===== src/rtl/dss_pkg.sv =====
package dss_pkg;

  // Class tag of instructions that carry parallel stores
  localparam logic [1:0] CLASS_PSTORE = 2'b11;

  // Position of a job inside its execute cycle and the optional extra cycle
  typedef enum logic [1:0] {
    STP_C0_H3 = 2'd0,
    STP_C0_H1 = 2'd1,
    STP_C1_H3 = 2'd2,
    STP_C1_H1 = 2'd3
  } step_e;

endpackage


===== src/rtl/dss_range_decode.sv =====
module dss_range_decode #(
  parameter int unsigned     AW       = 8,
  parameter logic [AW-1:0]   INT_BASE = 8'h10,
  parameter logic [AW-1:0]   INT_LAST = 8'h8F
) (
  input  logic [AW-1:0] addr,
  output logic          is_int
);

  assign is_int = (addr >= INT_BASE) && (addr <= INT_LAST);

endmodule


===== src/rtl/dss_ext_port.sv =====
module dss_ext_port #(
  parameter int unsigned AW    = 8,
  parameter int unsigned DW    = 16,
  parameter int unsigned BEATS = 2
) (
  input  logic          clk,
  input  logic          rst,
  input  logic          ld,
  input  logic          go,
  input  logic [AW-1:0] ld_addr,
  input  logic [DW-1:0] ld_data,
  output logic          wr,
  output logic [AW-1:0] addr,
  output logic [DW-1:0] data
);

  localparam int unsigned   CW      = $clog2(BEATS + 1);
  localparam logic [CW-1:0] BEATS_C = CW'(BEATS);
  localparam logic [CW-1:0] ONE_C   = CW'(1);

  logic [CW-1:0] cnt_q;

  always_ff @(posedge clk) begin
    if (rst) begin
      cnt_q <= '0;
      wr    <= 1'b0;
      addr  <= '0;
      data  <= '0;
    end else begin
      if (ld) begin
        addr <= ld_addr;
        data <= ld_data;
      end
      if (go) begin
        cnt_q <= BEATS_C;
        wr    <= 1'b1;
      end else begin
        if (cnt_q != '0) cnt_q <= cnt_q - ONE_C;
        wr <= (cnt_q > ONE_C);
      end
    end
  end

  // a new bus write starts only when the previous one ends this clock
  p_go_free_r10: assert property (@(posedge clk) disable iff (rst)
    go |-> (cnt_q <= ONE_C));

  // a running bus write keeps its address and data
  p_bus_steady_r10: assert property (@(posedge clk) disable iff (rst)
    (wr && !ld) |=> ($stable(addr) && $stable(data)));

  p_go_drives_r10: assert property (@(posedge clk) disable iff (rst)
    go |=> wr);

endmodule


===== src/rtl/dss_sched.sv =====
module dss_sched
  import dss_pkg::*;
#(
  parameter int unsigned AW = 8,
  parameter int unsigned DW = 16
) (
  input  logic          clk,
  input  logic          rst,
  input  logic          ph_h1,
  input  logic          acc,
  input  logic          in_dual,
  input  logic          in_int1,
  input  logic          in_int2,
  input  logic [AW-1:0] in_a1,
  input  logic [DW-1:0] in_d1,
  input  logic [AW-1:0] in_a2,
  input  logic [DW-1:0] in_d2,
  output logic          hold,
  output logic          iw_en,
  output logic [AW-1:0] iw_addr,
  output logic [DW-1:0] iw_data,
  output logic          p_ld,
  output logic          p_go,
  output logic [AW-1:0] p_addr,
  output logic [DW-1:0] p_data
);

  logic          act_q;
  step_e         stp_q;
  logic          j_dual, j_int1, j_int2;
  logic [AW-1:0] j_a1, j_a2;
  logic [DW-1:0] j_d1, j_d2;
  logic          j_extra;

  assign j_extra = j_dual && !j_int2;

  // Port requests, registered inside the external port
  always_comb begin
    p_ld   = 1'b0;
    p_go   = 1'b0;
    p_addr = j_a2;
    p_data = j_d2;
    if (acc) begin
      p_addr = in_a1;
      p_data = in_d1;
      if (!in_int1) begin
        p_ld = 1'b1;
        p_go = 1'b1;
      end
    end else if (act_q) begin
      case (stp_q)
        STP_C0_H3: if (j_extra && j_int1) p_ld = 1'b1;
        STP_C0_H1: if (j_extra) begin
          p_ld = 1'b1;
          p_go = 1'b1;
        end
        default: ;
      endcase
    end
  end

  always_ff @(posedge clk) begin
    if (rst) begin
      act_q   <= 1'b0;
      stp_q   <= STP_C0_H3;
      hold    <= 1'b0;
      iw_en   <= 1'b0;
      iw_addr <= '0;
      iw_data <= '0;
      j_dual  <= 1'b0;
      j_int1  <= 1'b0;
      j_int2  <= 1'b0;
      j_a1    <= '0;
      j_a2    <= '0;
      j_d1    <= '0;
      j_d2    <= '0;
    end else begin
      iw_en <= 1'b0;
      if (acc) begin
        act_q   <= 1'b1;
        stp_q   <= STP_C0_H3;
        j_dual  <= in_dual;
        j_int1  <= in_int1;
        j_int2  <= in_int2;
        j_a1    <= in_a1;
        j_a2    <= in_a2;
        j_d1    <= in_d1;
        j_d2    <= in_d2;
        iw_en   <= in_int1;
        iw_addr <= in_a1;
        iw_data <= in_d1;
      end else if (act_q) begin
        case (stp_q)
          STP_C0_H3: begin
            stp_q <= STP_C0_H1;
            hold  <= j_extra;
            if (j_dual && j_int2) begin
              iw_en   <= 1'b1;
              iw_addr <= j_a2;
              iw_data <= j_d2;
            end
          end
          STP_C0_H1: begin
            if (j_extra) stp_q <= STP_C1_H3;
            else         act_q <= 1'b0;
          end
          STP_C1_H3: begin
            stp_q <= STP_C1_H1;
            hold  <= 1'b0;
          end
          default: act_q <= 1'b0;
        endcase
      end
    end
  end

  // hold rises only at the start of an H1 half
  p_hold_in_h1_r8: assert property (@(posedge clk) disable iff (rst)
    $rose(hold) |-> ph_h1);

  // hold lasts exactly two clocks
  p_hold_two_r8: assert property (@(posedge clk) disable iff (rst)
    $rose(hold) |=> hold ##1 !hold);

  // an internal write in H1 always carries the second destination
  p_h1_write_dst2_r4: assert property (@(posedge clk) disable iff (rst)
    (iw_en && ph_h1) |-> (iw_addr == j_a2));

endmodule


===== src/rtl/dual_store_seq.sv =====
module dual_store_seq
  import dss_pkg::*;
#(
  parameter int unsigned   AW       = 8,
  parameter int unsigned   DW       = 16,
  parameter logic [AW-1:0] INT_BASE = 8'h10,
  parameter logic [AW-1:0] INT_LAST = 8'h8F,
  parameter int unsigned   BEATS    = 2
) (
  input  logic          clk,
  input  logic          rst,
  input  logic          st_valid,
  input  logic [1:0]    st_class,
  input  logic          st_dual,
  input  logic [AW-1:0] st_addr1,
  input  logic [DW-1:0] st_data1,
  input  logic [AW-1:0] st_addr2,
  input  logic [DW-1:0] st_data2,
  output logic          phase_h1,
  output logic          hold,
  output logic          iw_en,
  output logic [AW-1:0] iw_addr,
  output logic [DW-1:0] iw_data,
  output logic          xw_en,
  output logic [AW-1:0] xw_addr,
  output logic [DW-1:0] xw_data
);

  localparam int unsigned NDST = 2;

  logic [AW-1:0] dst_a   [NDST];
  logic          dst_int [NDST];
  logic          acc;
  logic          p_ld, p_go;
  logic [AW-1:0] p_addr;
  logic [DW-1:0] p_data;

  assign dst_a[0] = st_addr1;
  assign dst_a[1] = st_addr2;

  for (genvar g = 0; g < NDST; g++) begin : g_dec
    dss_range_decode #(
      .AW(AW), .INT_BASE(INT_BASE), .INT_LAST(INT_LAST)
    ) u_dec (
      .addr   (dst_a[g]),
      .is_int (dst_int[g])
    );
  end

  // Half-phase flag: H1 while reset, then alternating
  always_ff @(posedge clk) begin
    if (rst) phase_h1 <= 1'b1;
    else     phase_h1 <= !phase_h1;
  end

  assign acc = st_valid && (st_class == CLASS_PSTORE) && phase_h1 && !hold;

  dss_sched #(.AW(AW), .DW(DW)) u_sched (
    .clk     (clk),
    .rst     (rst),
    .ph_h1   (phase_h1),
    .acc     (acc),
    .in_dual (st_dual),
    .in_int1 (dst_int[0]),
    .in_int2 (dst_int[1]),
    .in_a1   (st_addr1),
    .in_d1   (st_data1),
    .in_a2   (st_addr2),
    .in_d2   (st_data2),
    .hold    (hold),
    .iw_en   (iw_en),
    .iw_addr (iw_addr),
    .iw_data (iw_data),
    .p_ld    (p_ld),
    .p_go    (p_go),
    .p_addr  (p_addr),
    .p_data  (p_data)
  );

  dss_ext_port #(.AW(AW), .DW(DW), .BEATS(BEATS)) u_port (
    .clk     (clk),
    .rst     (rst),
    .ld      (p_ld),
    .go      (p_go),
    .ld_addr (p_addr),
    .ld_data (p_data),
    .wr      (xw_en),
    .addr    (xw_addr),
    .data    (xw_data)
  );

  // the half-phase flag alternates every clock
  p_phase_toggle_r9: assert property (@(posedge clk) disable iff (rst)
    1'b1 |=> (phase_h1 != $past(phase_h1)));

  // no internal write while the extra bus cycle is held
  p_hold_no_int_r6: assert property (@(posedge clk) disable iff (rst)
    hold |-> !iw_en);

  // in the H3 half under hold the bus is carrying the second store
  p_hold_bus_r7: assert property (@(posedge clk) disable iff (rst)
    (hold && !phase_h1) |-> xw_en);

endmodule


===== config.mk =====
export PLATFORM = sky130hd
export DESIGN_NAME = dual_store_seq
export DESIGN_NICKNAME = d
export VERILOG_FILES = /design/src/rtl/dss_pkg.sv /design/src/rtl/dss_range_decode.sv /design/src/rtl/dss_ext_port.sv /design/src/rtl/dss_sched.sv /design/src/rtl/dual_store_seq.sv
export SDC_FILE = /design/constraint.sdc
export NUM_CORES = 1
export LEC_CHECK = 0
export BUFFER_PORTS_ARGS = -buffer_cell sky130_fd_sc_hd__buf_2
export CAP_MARGIN = 30
export CORE_ASPECT_RATIO = 1.1
export CORE_MARGIN = 10
export CORE_UTILIZATION = 45
export DETAILED_ROUTE_END_ITERATION = 8
export PLACE_DENSITY = 0.69
export SLEW_MARGIN = 15
export SYNTH_ARGS = -nofsm -noshare
export SYNTH_HDL_FRONTEND = slang
export SYNTH_SLANG_ARGS = --single-unit

===== constraint.sdc =====
create_clock -name clk -period 2.51 [get_ports clk]
set_input_delay 0.6275 -clock clk [delete_from_list [all_inputs] [get_ports clk]]
set_output_delay 0.6275 -clock clk [all_outputs]
set_load 0.02 [all_outputs]

Word level (Yosys, flattened, before mapping) --
Index checks and enable logic that the tools add are counted.
Word-level totals: register bits after elaboration 84, output and inout port bits 52, logic and storage cells 85
Cells by class: add/subtract/negate cells 1, order comparisons 5, equal/unequal tests 4, multiplexer cells 32, bitwise operators 1, reduce and logical (&&, ||, !) cells 25
Operators by type and width (number):
- $mux W16 | 5
- $mux W8 | 5
- $ge A8 B5 Y1 const B | 2
- $le A8 B8 Y1 const B | 2
- $mux W1 | 15
- $reduce_bool A2 Y1 | 6
- $reduce_and A3 Y1 | 3
- $logic_and A1 B1 Y1 | 8
- $mux W2 | 3
- $pmux W1 S2 | 3
- $pmux W2 S3 | 1
- $reduce_or A2 Y1 | 3
- $eq A2 B2 Y1 const B | 2
- $logic_not A1 Y1 | 3
- $reduce_bool A3 Y1 | 1
- $eq A2 B1 Y1 const B | 1
- $gt A2 B1 Y1 const B | 1
- $logic_not A2 Y1 | 1
- $ne A2 B1 Y1 const B | 1
- $sub A2 B1 Y2 const B | 1
- $not A1 Y1 | 1

Depth between registers and ports, before layout --
Gate-level depths: netlist (run 1).
word-level depth 7, mapped depth 8

Cells and area by module --
A second synthesis (run 1) with hierarchy kept.
Second synthesis, totals: cell total of the unflattened synthesis 379, area, all modules 3519.6 um^2
Modules (own cells, without submodules):
- dss_sched | instances 1, cells an instance 285, area an instance 2477.4 um^2, seq. area each 1121.1 um^2
- dss_ext_port | instances 1, cells an instance 86, area an instance 962.2 um^2, seq. area each 540.5 um^2
- dual_store_seq | instances 1, cells an instance 4, area an instance 42.5 um^2, seq. area each 20.0 um^2
- dss_range_decode | instances 2, cells an instance 2, area an instance 18.8 um^2, seq. area each 0.0 um^2

Least setup slack after synthesis (run 1) --
No wires, ideal clock.
path kind input to register, start input port st_addr1[6], end register u_port.addr[4], setup time 0.121 ns, data arrival time 1.770 ns, path slack 0.619 ns, stages on the path 5, buffers on the path 1, cell sequence nor3_2 > xnor2_1 > a2bb2oi_4 > buf_12 > mux2_4
Between the ends: cells in the longest elaborated chain, start to end 4
RTL lines:
- from (decl) | RTL line dual_store_seq.sv:15 | input logic [AW-1:0] st_addr1,
- $ge A8 B5 Y1 or $le A8 B8 Y1 (tied branches) | RTL line dss_range_decode.sv:10 | assign is_int = (addr >= INT_BASE) && (addr <= INT_LAST);
- $logic_and A1 B1 Y1 (*) | RTL line dss_range_decode.sv:10
- $mux W1 (*) | RTL line dss_sched.sv:46 | if (!in_int1) begin
- $mux W1 (*) | RTL line dss_sched.sv:43 | if (acc) begin
- to (signal assigned) | RTL line dss_ext_port.sv:31 | addr <= ld_addr;
- to (decl) | RTL line dss_ext_port.sv:13 | output logic [AW-1:0] addr,
Every way passes the cells marked *; elsewhere a longest branch is shown, timed or not. A chain may end at the register's enable or synchronous reset.

Worst setup path in the final report (run 1) --
start register u_sched.hold, end output port hold
RTL lines:
- from (decl) | RTL line dss_sched.sv:18 | output logic hold,
- from (signal assigned) | RTL line dss_sched.sv:96 | hold <= j_extra;
- to (decl) | RTL line dual_store_seq.sv:20 | output logic hold,
No word-level cell between the ends.

==> results of run 1 <==
==> cell type report <==
cell class,count,area (um^2)
Multi-Input combinational cell,265,1730
Tap cell,108,135
Inverter,4,15.0
Fill cell,749,3410
Timing Repair Buffer,116,623
Clock buffer,13,169
Clock inverter,3,67.6
Sequential cell,84,1680
==> state kept, by name, summed over array words and instances, names as in the netlist, 2 cells and up <==
signal and count:
u_port.data 16, u_sched.iw_data 16, u_sched.j_d2 16, u_port.addr 8, u_sched.iw_addr 8, u_sched.j_a2 8, u_port.cnt_q 2, u_sched.stp_q 2
==> cells by family (layout without fill, tap and decap cells) <==
kind of cell               after synthesis  after routing  synth area share [%]
AOI/OAI and AO/OA                      111            111                  18.9
xor gates and xnor gates                 2              2                 0.488
adders and majority gates                4              4                  1.39
buffers and inverters                   36            136                  5.29
DFF                                     84             84                  46.8
muxes                                   26             26                  10.2
and+or+nand+nor                        122            122                  16.9
==> final timing paths <==
path | from | end | cells after the start
worst max-delay path | u_sched.hold | hold | 2
worst min-delay path | u_port.cnt_q[0] | u_port.cnt_q[0] | 1
worst max register to register | u_sched.hold | u_port.data[15] | 5
worst min register to register | u_port.cnt_q[0] | u_port.cnt_q[0] | 1
==> synthesized netlist by cell type (3+ instances only) <==
cell      count
clkbuf_1     14
buf_1         3
nor2_1       29
o21ai_0      28
dfxtp_1      84
a21oi_1      56
mux2_2        5
inv_1         3
nand2_1      34
ha_1          4
a311oi_1     24
nor2b_1      24
nand3_1      24
buf_2        12
mux2_4       20
==> routing by layer <==
layer  share of wire [%]  up-vias
li1                    -     1549
met1                  43     1438
met2                  49      113
met3                 7.0       12
met4                 1.2        0
met5                   0        -
==> worst max-delay path, cell delays in order, from the launching register on <==
cell	delay, ns
dfxtp_1	0.34
buf_4	0.33
buf_2	0.24
==> report_power, final <==
| group | leakage, uW | internal (uW) | switching [uW] |
|---|---|---|---|
| sequential | 0.000681 | 1370 | 15.3 |
| combinational | 0.00107 | 101 | 150 |
| clock | 0.000116 | 643 | 467 |
| total | 0.00186 | 2110 | 632 |
==> stage by stage <==
stage	setup slack [ns]	hold slack [ns]	area (um^2)	util, %
global placement	0.385	0.408	4190	53.5
CTS	0.603	0.432	4420	56.5
detailed placement	0.367	0.419	4190	53.5
global route	0.552	0.443	4420	56.5
floorplan	0.619	0.401	3590	-
finish	0.626	0.428	4420	56.5
==> flow_summary_export.csv, run 1 <==
group,metric,value,unit
global_route,track_usage,16.0,%
setup_path,crit_path_start_kind,"flop",
cts,clockBufferDepth,2,
sta,finalHoldViolCount,0,
setup_path,required,1.88,ns
floorplan,rows,34,
floorplan,start_util,45.9,%
placement,gp_congestion,0.843,
final_layout,nets,538,
routing,ant_nets,0,
pwr,peakVddDrop,370,uV
cts,h-tree-depth,3,
global_route,grt_pass1_vias,3206,
cts,post_cts_buffers,0,
yosys,syn-instance-count,385,
final_layout,drive_gt1_share,34.0,%
final_layout,diodes,0,
yosys,synth.area.top_cells,"dfxtp_1 47%, mux2_4 8.4%, a21oi_1 7.8%, a311oi_1 5.9%, nor2b_1 4.2%",
floorplan,dieArea,12000,um^2
global_route,grt_pass1_wl,15800,um
yosys,synth_top_area_share,46.8,%
final_layout,layout_commonest_cell,"buf_2",
floorplan,die_w,105,um
routing,vias,3112,
floorplan,io_pins,106,
sta,slew_violations,0,
sta,setup_tns,0,ns
yosys,synth_fp_nets,443,
sta,rsz0062_at_grt,"false",
worst_hold_path,hp-class,"flop to flop",
yosys,synth.largest_area_cell,"dfxtp_1",
cts,cts_buffers,9,
global_route,grtUsageMet2,26.2,%
job,maxCapViolCount,0,
sta,slew_headroom,61.9,%
yosys,synth-main-ff-cell,"dfxtp_1",
yosys,syn-mean-instance-area,9.33,um^2
yosys,syn-cell-area,3590,um^2
yosys,seq_area_frac_synth,46.8,%
cts,hold_buffers,0,
setup_path,cp-end-kind,"output port",
final_layout,final_cell_mix,"104 x buf_2, 84 x dfxtp_1, 56 x a21oi_1",
yosys,yosysWarnings,0,
setup_path,worstPathArrival,1.26,ns
pwr,powerDensity,620,nW/um^2
sta,fin_crit_sh,75.1,%
run_status,status,"completed",
global_route,use_met3,4.85,%
yosys,ys_ff_latch,84,
final_layout,area.growth.synth_to_final,23.1,%
cts,postCtsResizedCells,0,
cts,insertion_delay,0.35,ns
routing,drtPass1Iterations,4,
cts,clk_pin_slew,0.08,ns
global_route,grt.busiest_layer,"met2",
routing,route.detailed.drc,0,
routing,via_per_inst,5.25,
setup_path,worst-setup-path-type,"flop to output port",
placement,io_buffer_count,105,
cts,cts.sinks,84,
setup_path,rrSetupSlack,0.68,ns
placement,place_inst,577,
setup_path,cp_max_fo,28,
routing,drtIter0Drc,212,
final_layout,instances_no_fill,593,
sta,finClkSkew,0.00855,ns
sta,finalSetupViolations,0,
placement,dpl.hpwl,6860,um
pwr,leakagePower,0.00186,uW
routing,drt-wirelength-per-cell,16.5,um
sta,tightest_slew,0.571,ns
cts,cts_tree,"built",
global_route,grt_antenna_before_repair,0,
global_route,gr-total-overflow,0,
yosys,synth_cell_types,33,
floorplan,core-area,7830,um^2
yosys,synth_async_sr_flop_share,0,%
floorplan,die_y,114,um
global_route,grt_max_degree,82,
global_route,use_met1,19.7,%
sta,fmax,0.531,GHz
routing,routed_wl,9790,um
yosys,synth_edf_count,0,
sta,fin_crit,1.88,ns
cts,cts-root-buf,"clkbuf_8",
pwr,power,2740,uW
(Power assumes the default switching activity.)
==> inputs of run 2 (changes only) <==
- PLACE_DENSITY: 0.69 -> 0.72
- clock period: 2.51 -> 1.7 ns (I/O delays scaled with it)
==> run 2 against run 1 <==
Power increased by 48%. Final cell count increased by 6.6%. Non-clock buffer count increased by 41. Global-route usage increased by 1.0 points. Via count increased by 7.7%. Hold slack got worse by 0.12 ns. Count of clock-buffer cells in the layout decreased by 3. Final area increased by 10%. Largest power group unchanged.
==> flow_summary_export.csv, run 2 (synthesized netlist as in run 1, its figures left out) <==
group,metric,value,unit
run_status,status,"completed",
floorplan,io_pins,106,
sta,rsz0062_at_grt,"true",
sta,fmax,0.606,GHz
placement,dp_slack,-0.257,ns
routing,drt-wirelength-per-cell,17.6,um
global_route,grt_max_degree,58,
sta,finalSetupViolations,0,
cts,cts_buffers,9,
global_route,track_usage,17.0,%
sta,holdWs,0.310,ns
setup_path,required,1.96,ns
final_layout,fin_area,4880,um^2
floorplan,die_y,114,um
routing,routed_wl,11100,um
floorplan,die_w,105,um
sta,fin_crit,1.65,ns
routing,drtPass1Iterations,5,
setup_path,worst-setup-path-type,"flop to flop",
worst_hold_path,hp-class,"input pin to flop",
cts,cts_tree,"built",
routing,via_per_inst,5.31,
cts,cts-root-buf,"clkbuf_8",
sta,slew_headroom,75.3,%
global_route,gr-total-overflow,0,
setup_path,cp_max_fo,4,
routing,vias,3353,
final_layout,reg_top3,"u_port.data x16, u_sched.iw_data x16, u_sched.j_d2 x16",
sta,slew_violations,0,
placement,gp_congestion,0.802,
final_layout,layout_commonest_cell,"buf_2",
floorplan,dieArea,12000,um^2
placement,io_buffer_count,105,
final_layout,nets,579,
setup_path,cp-end-kind,"flop",
sta,finClkSkew,0.0102,ns
final_layout,area.growth.synth_to_final,35.8,%
global_route,grt_antenna_before_repair,0,
floorplan,rows,34,
final_layout,post-route-util,62.3,%
setup_path,worstPathArrival,1.90,ns
pwr,peakVddDrop,424,uV
final_layout,drive_gt1_share,41.4,%
global_route,grt_pass1_wl,16600,um
final_layout,seqCellArea,1690,um^2
cts,cts.sinks,84,
setup_path,rrSetupSlack,0.05,ns
final_layout,final_cell_mix,"104 x buf_2, 81 x dfxtp_1, 55 x a21oi_1",
floorplan,core-area,7830,um^2
routing,ant_nets,0,
setup_path,crit_path_start_kind,"flop",
placement,dpl.hpwl,7460,um
sta,tightest_slew,0.369,ns
final_layout,n_fill_cell,714,
final_layout,multi_input_area,1760,um^2
cts,clk_pin_slew,0.08,ns
cts,h-tree-depth,3,
routing,drtIter0Drc,163,
placement,dpl-instance-area,4450,um^2
pwr,powerDensity,830,nW/um^2
sta,setup_tns,0,ns
final_layout,diodes,0,
pwr,leakagePower,0.00210,uW
cts,clockBufferDepth,2,
cts,insertion_delay,0.35,ns
routing,route.detailed.drc,0,
floorplan,start_util,45.9,%
sta,fin_crit_sh,97.0,%
global_route,grt_pass1_vias,3318,
sta,setup_ws,0.0508,ns
sta,finalHoldViolCount,0,
job,maxCapViolCount,0,
run 2: cell types whose count changed in the layout (fill, tap and decap cells not counted), sizes merged:
cell,delta
buf,+38
bufbuf,+1
clkbuf,-1
clkinvlp,+1
run 2: metal layers:
layer | track usage [%] | routed length, um | vias to the layer above
li1 | - | - | 1632
met1 | 19.7 | 4660 | 1603
met2 | 29.5 | 5550 | 101
met3 | 4.00 | 657 | 17
met4 | 7.14 | 231 | 0
met5 | 0 | 0 | -
run 2: final timing paths:
path,startpoint,to,cells past startpoint
worst max-delay path,u_sched.stp_q[0],u_sched.iw_addr[0],9
worst max register to register,u_sched.stp_q[0],u_sched.iw_addr[0],9
worst min register to register,u_port.cnt_q[0],u_port.cnt_q[0],1
worst min-delay path,st_data2[11],u_sched.j_d2[11],3
run 2: repair_timing:
item                                    4_1_cts  5_1_grt
hold buffers                                  0        0
endpoints found under the setup margin       13       31
buffers inserted                              3        8
gates resized for setup                       8       15
cloned                                        1        2
pin swaps                                     1       11
run 2: report_power, final:
part | internal (uW) | switching [uW]
combinational | 206 | 247
sequential | 2020 | 24.2
clock | 851 | 702
total | 3070 | 973
run 2: critical path: stages, from the launching register on:
cell,delay [ns]
dfxtp_2,0.34
inv_2,0.06
ha_2,0.18
buf_4,0.12
nand2_2,0.07
o22ai_4,0.24
buf_12,0.15
buf_4,0.11
nor2_1,0.04
a311oi_1,0.24
run 2: layout make-up:
type / count / share of cell area [%]
flip-flops and latches: 84 / 34.6
clock buffers: 10 / 2.82
well taps: 108 / 2.77
inverters: 4 / 0.308
repair buffers: 157 / 22.0
clock inverters: 4 / 1.54
multi-input cells: 265 / 36.0
run 2: per-stage QoR:
step                      power [uW]  cells
final                           4050    632
after global routing            4190    632
after CTS                       4040    623
after detailed placement        2500    605
after global placement          2490    605
after floorplan                 2310    385
